==> config.mk <==
export PLATFORM = sky130hd
export DESIGN_NAME = rtcc_clock_calendar
export DESIGN_NICKNAME = d
export VERILOG_FILES = /design/src/rtl/rtcc_pkg.sv /design/src/rtl/rtcc_prescaler.sv /design/src/rtl/rtcc_catchup.sv /design/src/rtl/rtcc_calendar.sv /design/src/rtl/rtcc_clock_calendar.sv
export SDC_FILE = /design/constraint.sdc
export NUM_CORES = 1
export LEC_CHECK = 0
export BUFFER_PORTS_ARGS = -buffer_cell sky130_fd_sc_hd__buf_2
export CORE_MARGIN = 2
export CORE_UTILIZATION = 55
export CTS_CLUSTER_DIAMETER = 100
export DETAILED_ROUTE_END_ITERATION = 7
export GPL_TIMING_DRIVEN = 0
export PLACE_DENSITY_LB_ADDON = 0.2
export SLEW_MARGIN = 5
export SYNTH_ARGS = -nofsm -noshare
export SYNTH_HDL_FRONTEND = slang
export SYNTH_HIERARCHICAL = 1
export SYNTH_SLANG_ARGS = --single-unit
==> constraint.sdc <==
create_clock -name clk -period 2.8 [get_ports clk]
set_input_delay 0.14 -clock clk [delete_from_list [all_inputs] [get_ports clk]]
set_output_delay 0.14 -clock clk [all_outputs]
set_load 0.02 [all_outputs]
==> src/rtl/rtcc_pkg.sv <==
// Package for the clock calendar: register address map and BCD helpers.
// Assumes BCD inputs are well formed (each nibble 0..9).
package rtcc_pkg;

    localparam int ADDR_W = 3;

    localparam logic [ADDR_W-1:0] REG_SEC   = 3'd0;
    localparam logic [ADDR_W-1:0] REG_MIN   = 3'd1;
    localparam logic [ADDR_W-1:0] REG_HOUR  = 3'd2;
    localparam logic [ADDR_W-1:0] REG_DAY   = 3'd3;
    localparam logic [ADDR_W-1:0] REG_WDAY  = 3'd4;
    localparam logic [ADDR_W-1:0] REG_MONTH = 3'd5;
    localparam logic [ADDR_W-1:0] REG_YEAR  = 3'd6;

    // Add one to a two-digit BCD value (no wrap handling at 99).
    function automatic logic [7:0] bcd_inc(input logic [7:0] v);
        if (v[3:0] >= 4'd9)
            return {v[7:4] + 4'd1, 4'd0};
        else
            return {v[7:4], v[3:0] + 4'd1};
    endfunction

    // True when the BCD year is a multiple of four (00 included).
    function automatic logic year_is_leap(input logic [7:0] y);
        if (y[4])
            return (y[3:0] == 4'd2) || (y[3:0] == 4'd6);
        else
            return (y[3:0] == 4'd0) || (y[3:0] == 4'd4) || (y[3:0] == 4'd8);
    endfunction

    // Last BCD day of a BCD month.
    function automatic logic [5:0] month_last_day(input logic [4:0] m, input logic leap);
        case (m)
            5'h02:                      return leap ? 6'h29 : 6'h28;
            5'h04, 5'h06, 5'h09, 5'h11: return 6'h30;
            default:                    return 6'h31;
        endcase
    endfunction

endpackage

==> src/rtl/rtcc_prescaler.sv <==
// Divides the tick input down to one pulse per second.
// Assumes tick_in is a single-cycle pulse. A stop request parks the count
// at zero; the pulse fires at mid-count so the first second after release
// comes after half a period, then every full period.
module rtcc_prescaler #(
    parameter int TICKS_PER_SEC = 64
) (
    input  logic clk,
    input  logic rst_n,
    input  logic tick_in,
    input  logic stop,
    output logic sec_pulse
);
    localparam int CNT_W = $clog2(TICKS_PER_SEC);
    localparam logic [CNT_W-1:0] FIRE_AT = CNT_W'(TICKS_PER_SEC / 2 - 1);
    localparam logic [CNT_W-1:0] LAST    = CNT_W'(TICKS_PER_SEC - 1);

    logic [CNT_W-1:0] cnt_q;

    // Count ticks, wrap at the period, hold at zero while stopped.
    always_ff @(posedge clk) begin
        if (!rst_n)
            cnt_q <= '0;
        else if (stop)
            cnt_q <= '0;
        else if (tick_in)
            cnt_q <= (cnt_q == LAST) ? '0 : cnt_q + 1'b1;
    end

    // Emit the second pulse on the mid-count tick.
    assign sec_pulse = tick_in && !stop && (cnt_q == FIRE_AT);

    assert_stop_quiets_R3: assert property (@(posedge clk) disable iff (!rst_n)
        stop |=> !sec_pulse);

endmodule

==> src/rtl/rtcc_catchup.sv <==
// Holds second pulses while an access is active and releases them later.
// Assumes an access lasts well under one second, so a small pending count
// is enough. A write also holds the release for that cycle.
module rtcc_catchup #(
    parameter int PEND_W = 2
) (
    input  logic clk,
    input  logic rst_n,
    input  logic sec_pulse,
    input  logic busy,
    input  logic hold,
    output logic step
);
    localparam logic [PEND_W-1:0] PEND_MAX = '1;

    logic [PEND_W-1:0] pend_q;

    // Release one owed second per cycle when the bus is idle.
    assign step = (pend_q != '0) && !busy && !hold;

    // Track owed seconds: add new pulses, subtract released ones.
    always_ff @(posedge clk) begin
        if (!rst_n)
            pend_q <= '0;
        else
            pend_q <= pend_q + {{(PEND_W-1){1'b0}}, sec_pulse}
                             - {{(PEND_W-1){1'b0}}, step};
    end

    assert_pending_no_overflow_R11: assert property (@(posedge clk) disable iff (!rst_n)
        (pend_q == PEND_MAX) |-> !sec_pulse);

endmodule

==> src/rtl/rtcc_calendar.sv <==
// Time and calendar registers with BCD carry chain and register writes.
// Assumes written values are valid BCD; a write takes priority over a step
// in the same cycle (the caller holds the step back in that case).
module rtcc_calendar
    import rtcc_pkg::*;
(
    input  logic              clk,
    input  logic              rst_n,
    input  logic              step,
    input  logic              supply_low,
    input  logic              wr_en,
    input  logic [ADDR_W-1:0] wr_addr,
    input  logic [7:0]        wr_data,
    output logic [6:0]        sec_o,
    output logic [6:0]        min_o,
    output logic [5:0]        hour_o,
    output logic [5:0]        day_o,
    output logic [2:0]        wday_o,
    output logic [4:0]        month_o,
    output logic              century_o,
    output logic [7:0]        year_o,
    output logic              vlow_o
);
    logic [6:0] sec_q, min_q;
    logic [5:0] hour_q, day_q;
    logic [2:0] wday_q;
    logic [4:0] month_q;
    logic [7:0] year_q;
    logic       century_q, vlow_q;

    logic sec_wrap, min_wrap, hour_wrap, day_wrap, month_wrap;
    logic c_min, c_hour, c_day, c_month, c_year;

    // Decide which fields are at their upper limit.
    always_comb begin
        sec_wrap   = sec_q >= 7'h59;
        min_wrap   = min_q >= 7'h59;
        hour_wrap  = hour_q >= 6'h23;
        day_wrap   = day_q >= month_last_day(month_q, year_is_leap(year_q));
        month_wrap = month_q >= 5'h12;
        c_min      = step && sec_wrap;
        c_hour     = c_min && min_wrap;
        c_day      = c_hour && hour_wrap;
        c_month    = c_day && day_wrap;
        c_year     = c_month && month_wrap;
    end

    // Load written fields, otherwise ripple one second through the chain.
    always_ff @(posedge clk) begin
        if (!rst_n) begin
            sec_q     <= '0;
            min_q     <= '0;
            hour_q    <= '0;
            day_q     <= 6'h01;
            wday_q    <= '0;
            month_q   <= 5'h01;
            century_q <= 1'b0;
            year_q    <= '0;
            vlow_q    <= 1'b1;
        end else begin
            if (wr_en) begin
                case (wr_addr)
                    REG_SEC:   begin sec_q <= wr_data[6:0]; vlow_q <= wr_data[7]; end
                    REG_MIN:   min_q  <= wr_data[6:0];
                    REG_HOUR:  hour_q <= wr_data[5:0];
                    REG_DAY:   day_q  <= wr_data[5:0];
                    REG_WDAY:  wday_q <= wr_data[2:0];
                    REG_MONTH: begin month_q <= wr_data[4:0]; century_q <= wr_data[7]; end
                    REG_YEAR:  year_q <= wr_data;
                    default:   ;
                endcase
            end else if (step) begin
                sec_q <= sec_wrap ? '0 : 7'(bcd_inc({1'b0, sec_q}));
                if (c_min)
                    min_q <= min_wrap ? '0 : 7'(bcd_inc({1'b0, min_q}));
                if (c_hour)
                    hour_q <= hour_wrap ? '0 : 6'(bcd_inc({2'b00, hour_q}));
                if (c_day) begin
                    day_q  <= day_wrap ? 6'h01 : 6'(bcd_inc({2'b00, day_q}));
                    wday_q <= (wday_q >= 3'd6) ? '0 : wday_q + 3'd1;
                end
                if (c_month)
                    month_q <= month_wrap ? 5'h01 : 5'(bcd_inc({3'b000, month_q}));
                if (c_year) begin
                    year_q <= (year_q >= 8'h99) ? '0 : bcd_inc(year_q);
                    if (year_q >= 8'h99)
                        century_q <= ~century_q;
                end
            end
            if (supply_low)
                vlow_q <= 1'b1;
        end
    end

    assign sec_o     = sec_q;
    assign min_o     = min_q;
    assign hour_o    = hour_q;
    assign day_o     = day_q;
    assign wday_o    = wday_q;
    assign month_o   = month_q;
    assign century_o = century_q;
    assign year_o    = year_q;
    assign vlow_o    = vlow_q;

    assert_sec_wrap_R4: assert property (@(posedge clk) disable iff (!rst_n)
        (step && !wr_en && sec_q == 7'h59) |=> (sec_q == 7'h00));

    assert_century_toggle_R9: assert property (@(posedge clk) disable iff (!rst_n)
        (c_year && !wr_en && year_q == 8'h99) |=> (century_q != $past(century_q)));

    assert_vlow_sticky_R10: assert property (@(posedge clk) disable iff (!rst_n)
        (vlow_q && !(wr_en && wr_addr == REG_SEC)) |=> vlow_q);

endmodule

==> src/rtl/rtcc_clock_calendar.sv <==
// Top of the clock calendar: prescaler, freeze/catch-up and calendar core,
// plus the read multiplexer. Assumes the bus keeps access_busy high for
// less than one second at a time.
module rtcc_clock_calendar
    import rtcc_pkg::*;
#(
    parameter int TICKS_PER_SEC = 64,
    parameter int PEND_W        = 2
) (
    input  logic              clk,
    input  logic              rst_n,
    input  logic              tick_in,
    input  logic              presc_stop,
    input  logic              supply_low,
    input  logic              access_busy,
    input  logic              wr_en,
    input  logic [ADDR_W-1:0] wr_addr,
    input  logic [7:0]        wr_data,
    input  logic [ADDR_W-1:0] rd_addr,
    output logic [7:0]        rd_data
);
    logic       sec_pulse, step;
    logic [6:0] sec_f, min_f;
    logic [5:0] hour_f, day_f;
    logic [2:0] wday_f;
    logic [4:0] month_f;
    logic [7:0] year_f;
    logic       century_f, vlow_f;

    rtcc_prescaler #(.TICKS_PER_SEC(TICKS_PER_SEC)) u_presc (
        .clk(clk), .rst_n(rst_n), .tick_in(tick_in), .stop(presc_stop),
        .sec_pulse(sec_pulse)
    );

    rtcc_catchup #(.PEND_W(PEND_W)) u_catch (
        .clk(clk), .rst_n(rst_n), .sec_pulse(sec_pulse), .busy(access_busy),
        .hold(wr_en), .step(step)
    );

    rtcc_calendar u_cal (
        .clk(clk), .rst_n(rst_n), .step(step), .supply_low(supply_low),
        .wr_en(wr_en), .wr_addr(wr_addr), .wr_data(wr_data),
        .sec_o(sec_f), .min_o(min_f), .hour_o(hour_f), .day_o(day_f),
        .wday_o(wday_f), .month_o(month_f), .century_o(century_f),
        .year_o(year_f), .vlow_o(vlow_f)
    );

    // Assemble the addressed register with unimplemented bits at zero.
    always_comb begin
        case (rd_addr)
            REG_SEC:   rd_data = {vlow_f, sec_f};
            REG_MIN:   rd_data = {1'b0, min_f};
            REG_HOUR:  rd_data = {2'b00, hour_f};
            REG_DAY:   rd_data = {2'b00, day_f};
            REG_WDAY:  rd_data = {5'b00000, wday_f};
            REG_MONTH: rd_data = {century_f, 2'b00, month_f};
            REG_YEAR:  rd_data = year_f;
            default:   rd_data = 8'h00;
        endcase
    end

    assert_frozen_seconds_R11: assert property (@(posedge clk) disable iff (!rst_n)
        (access_busy && !wr_en) |=> $stable(sec_f));

endmodule

== Word-level counts from Yosys, hierarchy flattened ==
Index checks and enable logic that the tools add are counted.
Storage, ports and cells
  flip-flop bits (word level): 52
  input port bits: 21
  output and inout bits: 8
  word-level logic and storage cells: 178
Cells by class
  add/subtract/negate cells: 16
  $lt $le $gt $ge: 13
  eq/ne operators: 30
  mux-type cells: 50
  bitwise logic cells: 2
  reductions and logical operators: 50
Operators by type and width (number)
  6-bit two-way mux: 13
  7-bit two-way mux: 11
  8-bit case mux with 7 select lines: 1
  8-bit two-way mux: 6
  5-bit two-way mux: 6
  4-bit by 1-bit adder with 4-bit output, second input constant: 7
  4-bit greater-or-equal comparator, second input constant: 6
  4-bit AND reduction: 6
  3-bit AND reduction: 7
  3-bit == test, second input constant: 6
  3-bit nonzero test: 6
  2-bit nonzero test: 8
  3-bit two-way mux: 5
  7-bit greater-or-equal comparator, second input constant: 2
  2-bit by 1-bit != test with 1-bit output, second input constant: 7
  3-bit by 2-bit == test with 1-bit output, second input constant: 4
  6-bit case mux with 2 select lines: 1
  5-bit by 3-bit == test with 1-bit output, second input constant: 2
  3-bit by 1-bit adder with 3-bit output, second input constant: 3
  1-bit logical AND: 9
  4-bit by 3-bit == test with 1-bit output, second input constant: 2
  8-bit greater-or-equal comparator, second input constant: 1
  1-bit two-way mux: 7
  6-bit by 1-bit adder with 6-bit output, second input constant: 1
  24 further kinds: 34

== Depth between registers and ports, before layout ==
  depth after elaboration: 12
  depth in mapped cells: 14
  mapped depth without buffers: 13

== Modules after synthesis ==
The synthesis kept the hierarchy.
Modules (own cells, without submodules)
  rtcc_calendar: times used 1, cells an instance 389, area an instance 3215.6 um2, seq. area each 880.8 um2
  rtcc_clock_calendar: times used 1, cells an instance 50, area an instance 424.2 um2, seq. area each 0.0 um2
  rtcc_prescaler: times used 1, cells an instance 35, area an instance 300.3 um2, seq. area each 120.1 um2
  rtcc_catchup: times used 1, cells an instance 11, area an instance 118.9 um2, seq. area each 40.0 um2

== Worst setup path after synthesis ==
OpenSTA, ideal clock, no wires.
  path type: register to register
  start: register u_cal.year_q[0] (netlist: u_cal/year_o[0])
  end: register u_cal.year_q[4] (netlist: u_cal/year_o[4])
  data arrival time: 2.665 ns
  required time: 2.684 ns
  setup slack: 0.019 ns
  cell stages (with the launch flop): 15
  path buffers: 1
  period minus slack after synthesis: 2.781 ns
  cell sequence: dfxtp_1 -> inv_1 -> ha_1 -> nand2b_1 -> a21boi_0 -> o221ai_1 -> a21oi_1 -> a31oi_1 -> ha_1 -> nor4b_1 -> o211ai_1 -> o211ai_4 -> buf_2 -> nor2_1 -> o211a_1
On the way
  cells in the longest elaborated chain, start to end: 11
RTL lines
  start: declaration: line rtcc_calendar.sv:28  | logic [7:0] year_q;
  start signal: assignment: line rtcc_calendar.sv:69  | REG_YEAR: year_q <= wr_data;
  start signal: assignment: line rtcc_calendar.sv:85  | year_q <= (year_q >= 8'h99) ? '0 : bcd_inc(year_q);
  4-bit by 3-bit == test with 1-bit output or 4-bit zero test (tied branches): line rtcc_pkg.sv:28  | return (y[3:0] == 4'd0) || (y[3:0] == 4'd4) || (y[3:0] == 4'd8);
  1-bit logical OR (2 in a row): line rtcc_pkg.sv:28
  1-bit two-way mux: line rtcc_pkg.sv:25  | if (y[4])
  1-bit two-way mux: line rtcc_pkg.sv:34  | 5'h02: return leap ? 6'h29 : 6'h28;
  6-bit case mux with 2 select lines: line rtcc_pkg.sv:33  | case (m)
  6-bit greater-or-equal comparator: line rtcc_calendar.sv:39  | day_wrap = day_q >= month_last_day(month_q, year_is_leap(year_q));
  1-bit logical AND: line rtcc_calendar.sv:44  | c_month = c_day && day_wrap;
  1-bit logical AND: line rtcc_calendar.sv:45  | c_year = c_month && month_wrap;
  2-bit nonzero test (no line)
  4-bit AND reduction (no line)
Parallel ways exist; a longest one is shown, timed or not. The select of a mux whose other input is x is not followed.
A chain may end at the register's enable or synchronous reset.

== Worst setup path in the final report ==
  start: register u_cal.year_q[1] (netlist: u_cal/year_o[1])
  end: register u_cal.month_q[3] (netlist: u_cal/month_o[3])
On the way
  cells in the longest elaborated chain, start to end: 10
RTL lines
  4-bit by 3-bit == test with 1-bit output or 4-bit zero test (tied branches): line rtcc_pkg.sv:28
  1-bit logical OR (2 in a row): line rtcc_pkg.sv:28
  1-bit two-way mux *: line rtcc_pkg.sv:25
  1-bit two-way mux *: line rtcc_pkg.sv:34
  6-bit case mux with 2 select lines *: line rtcc_pkg.sv:33
  6-bit greater-or-equal comparator *: line rtcc_calendar.sv:39
  1-bit logical AND *: line rtcc_calendar.sv:44
  2-bit nonzero test (no line) *
  3-bit AND reduction (no line) *
  end signal: assignment: line rtcc_calendar.sv:68  | REG_MONTH: begin month_q <= wr_data[4:0]; century_q <= wr_data[7]; end
  end signal: assignment: line rtcc_calendar.sv:83  | month_q <= month_wrap ? 5'h01 : 5'(bcd_inc({3'b000, month_q}));
  end: declaration: line rtcc_calendar.sv:27  | logic [4:0] month_q;
Mark *: on every way between the ends. The rest lies on a longest branch, timed or not.

==> flow_metrics.env <==
export IMPL_antenna_found_initial=0
export IMPL_placed_cells=609
export IMPL_ys_ff_latch=52
export IMPL_areaGrowthSynthToFinish_pct=17.2
export IMPL_grt_pass1_vias=3987
export IMPL_synthMuxAreaShare_pct=4.65
export IMPL_synth_async_reset_ratio_pct=0
export IMPL_max_cap_violations=0
export IMPL_dp_final_hpwl_um=9270
export IMPL_synthesis_nets=543
export IMPL_vias_per_cell=6.69
export IMPL_min_path_type="input port to register"
export IMPL_max_freq_mhz=339
export IMPL_clk_path_buf_depth=2
export IMPL_drt_iter0_drc=567
export IMPL_cellLeakagePower_uw=0.00187
export IMPL_fin_skew_ps=7.84
export IMPL_ir_worst_vdd_mv=0.239
export IMPL_setup_violations=18
export IMPL_yosys_warnings=6
export IMPL_drt_wl_total_um=13300
export IMPL_violations="negative setup slack"
export IMPL_end_kind="register"
export IMPL_hold_viol_final=0
export IMPL_cts_buffers=5
export IMPL_grt_start_max_net_pins=16
export IMPL_synthAdderAreaFrac_pct=11.4
export IMPL_crit_family="compound AO/OA/AOI/OAI gates"
export IMPL_worst_pin_slew_ps=864
export IMPL_overflow=0
export IMPL_crit_fanout=5
export IMPL_relSlewSlack_pct=42.4
export IMPL_cts_root_buffer_cell="clkbuf_8"
export IMPL_utilization_pct=66.0
export IMPL_drtAntennaViolNets=0
export IMPL_critical_path_class="register to register"
export IMPL_row_count=31
export IMPL_drv_slew=0
export IMPL_rsz0062_at_grt="yes"
export IMPL_port_buffers=25
export IMPL_ys_flop_type="dfxtp_1"
export IMPL_htreeDepth=2
export IMPL_drive_gt1_share_pct=22.2
export IMPL_synth_top_family_by_area="compound AO/OA/AOI/OAI gates"
export IMPL_fp_coreArea_um2=7210
export IMPL_synth_xor_area_share_pct=1.20
export IMPL_cts_tree="yes"
export IMPL_final_min_clock_period_ps=2950
export IMPL_fin_ws_ps=-153
export IMPL_synth_simple_gate_area_share_pct=20.5
export IMPL_critPathMaxStageDelay_ps=370
export IMPL_wl_per_cell_um=20.9
export IMPL_dieArea_um2=8080
export IMPL_die_w_um=89.9
export IMPL_syn_area_um2=4060
export IMPL_die_y_um=89.9
export IMPL_cp_arrival_ps=3170
export IMPL_synth_edff_count=0
export IMPL_cp_slowest_cell="dfxtp_4"
export IMPL_grt_pass1_wl_um=20700
export IMPL_ios=29
export IMPL_dr_total_vias=4253
export IMPL_cts_hold_buf=0
export IMPL_status="finished, violations left"
export IMPL_grt_usage_pct=32.0
export IMPL_gp_congestion=0.932
export IMPL_clk_latency_ps=320
export IMPL_syn_inst=485
export IMPL_finalNonFillerCells=636
export IMPL_finalCritPeriodShare_pct=105
export IMPL_postSynthAreaPerCell_um2=8.37
export IMPL_start_kind="register"
export IMPL_cp_data_required_time_ps=3010
export IMPL_crit_chain="inv_4 > ha_4 > nand2b_4 > a21boi_2 > o221ai_2 > a21oi_2 > a31oi_2 > ha_1 > nor4b_2 > o211ai_1 > buf_4 > o211ai_4 > buf_4 > buf_6 > nor4_2 > o32ai_1"
export IMPL_ys_seq_area_share_pct=25.6
export IMPL_crit_buf_inv=4
export IMPL_powerDensity_nw_per_um2=302
export IMPL_cts_reportedPaths_clkPinSlew_ps=90
export IMPL_clock_sinks=52
export IMPL_cp_common_cell="buf_4"
export IMPL_synth_cell_types=76
export IMPL_synth_compound_area_share_pct=30.6
export IMPL_start_util_pct=56.3
export IMPL_diodes=0
export IMPL_finalNetCount=594
export IMPL_dr_pass1_iters=5
export IMPL_drc=0
==> cells by family (layout without fill, tap and decap cells) <==
logic type / count (synthesis) / after routing
multiplexers: 17 / 17
XOR/XNOR: 4 / 4
adder cells (fa/ha/maj): 37 / 37
AND/OR/NAND/NOR: 155 / 155
buffers and inverters: 54 / 106
flip-flops: 52 / 52
AO/OA/AOI/OAI: 166 / 166
==> synth_stat cells, drive strengths merged (8+ instances only) <==
| master | count | share of area [%] |
|---|---|---|
| dfxtp | 52 | 26 |
| ha | 37 | 11 |
| inv | 34 | 3.1 |
| nor2 | 33 | 3.1 |
| nand2 | 32 | 3.0 |
| o21ai | 27 | 3.3 |
| a21oi | 25 | 3.2 |
| nand3 | 20 | 2.5 |
| a211oi | 16 | 3.1 |
| buf | 13 | 2.2 |
| a31oi | 11 | 1.7 |
| mux2i | 11 | 2.7 |
| nand2b | 9 | 1.4 |
| nor3 | 9 | 1.2 |
| o311ai | 9 | 1.9 |
| o31ai | 9 | 1.7 |
| o31a | 8 | 1.7 |
==> worst register-to-register path, cell delays in order, from the launching register on <==
cell and delay, ps:
dfxtp_4 370, inv_4 60, ha_4 140, nand2b_4 50, a21boi_2 160, o221ai_2 220
a21oi_2 90, a31oi_2 200, ha_1 280, nor4b_2 220, o211ai_1 120, buf_4 180
o211ai_4 280, buf_4 170, buf_6 110, nor4_2 50, o32ai_1 150
==> repair_timing <==
item                       4_1_cts  5_1_grt
pin swaps                       19       17
gates cloned                     1        0
gates resized for setup         33       24
setup buffers                   13        5
setup endpoints to repair       20       20
==> flip-flops by register name, summed over array words and instances (netlist names) <==
register,count
u_cal/year_o,8
u_cal/min_o,7
u_cal/sec_o,7
u_cal/day_o,6
u_cal/hour_o,6
u_presc/cnt_q,6
u_cal/month_o,5
u_cal/wday_o,3
u_catch/pend_q,2
u_cal/century_o,1
u_cal/vlow_o,1
==> final timing paths <==
| check | start | end | slack, ps | cells past startpoint |
|---|---|---|---|---|
| min | supply_low | u_cal/vlow_o | 10 | 2 |
| max | u_cal/year_o[1] | u_cal/month_o[3] | -150 | 16 |
| max reg2reg | u_cal/year_o[1] | u_cal/month_o[3] | -150 | 16 |
| min reg2reg | u_presc/cnt_q[0] | u_presc/cnt_q[0] | 530 | 2 |
==> power by group <==
| part | total [µW] | switching, µW | internal (µW) |
|---|---|---|---|
| Combinational | 223 | 148 | 75.3 |
| Clock | 461 | 263 | 198 |
| Sequential | 751 | 8.69 | 742 |
| Total | 1440 | 420 | 1020 |
==> metal layers <==
metal,track usage [%],vias to the layer above,wire length (µm)
met1,42.5,2009,5600
met5,0,-,0
met2,50.8,244,5920
met4,15.9,0,571
li1,-,1952,-
met3,4.95,48,1190
==> final cells by class <==
cell class,instances,area (µm²)
Clock buffer,6,82.6
Tap cell,99,124
Fill cell,624,2460
Sequential cell,52,1050
Buffer,19,119
Inverter,35,136
Multi-Input combinational cell,379,2940
Timing Repair Buffer,44,294
Clock inverter,2,10.0
==> metrics by stage <==
step | TNS (ps) | setup WS, ps | power, µW | area (µm²) | hold slack [ps]
finish | -1550 | -153 | 1440 | 4760 | 9.73
CTS | -1690 | -146 | 1430 | 4620 | 5.12
detailed placement | -10600 | -648 | 967 | 4310 | 336
floorplan | 0 | 19.0 | 893 | 4060 | 244
global placement | -9360 | -610 | 963 | 4310 | 329
global route | -3430 | -235 | 1490 | 4760 | 15.4
==> layout by cell type (no fill, tap or decap), types with 7 or more instances in the layout <==
cell type,count
a211oi_1,10
a21oi_1,22
a31oi_1,10
buf_2,33
buf_4,12
buf_6,12
dfxtp_1,48
ha_1,35
inv_1,31
mux2i_1,11
nand2_1,32
nand2b_1,8
nand3_1,19
nor2_1,31
nor3_1,7
o21ai_0,19
o21ai_1,7
o31a_1,8
o31ai_1,9
Power figures use the tool's default switching activity.
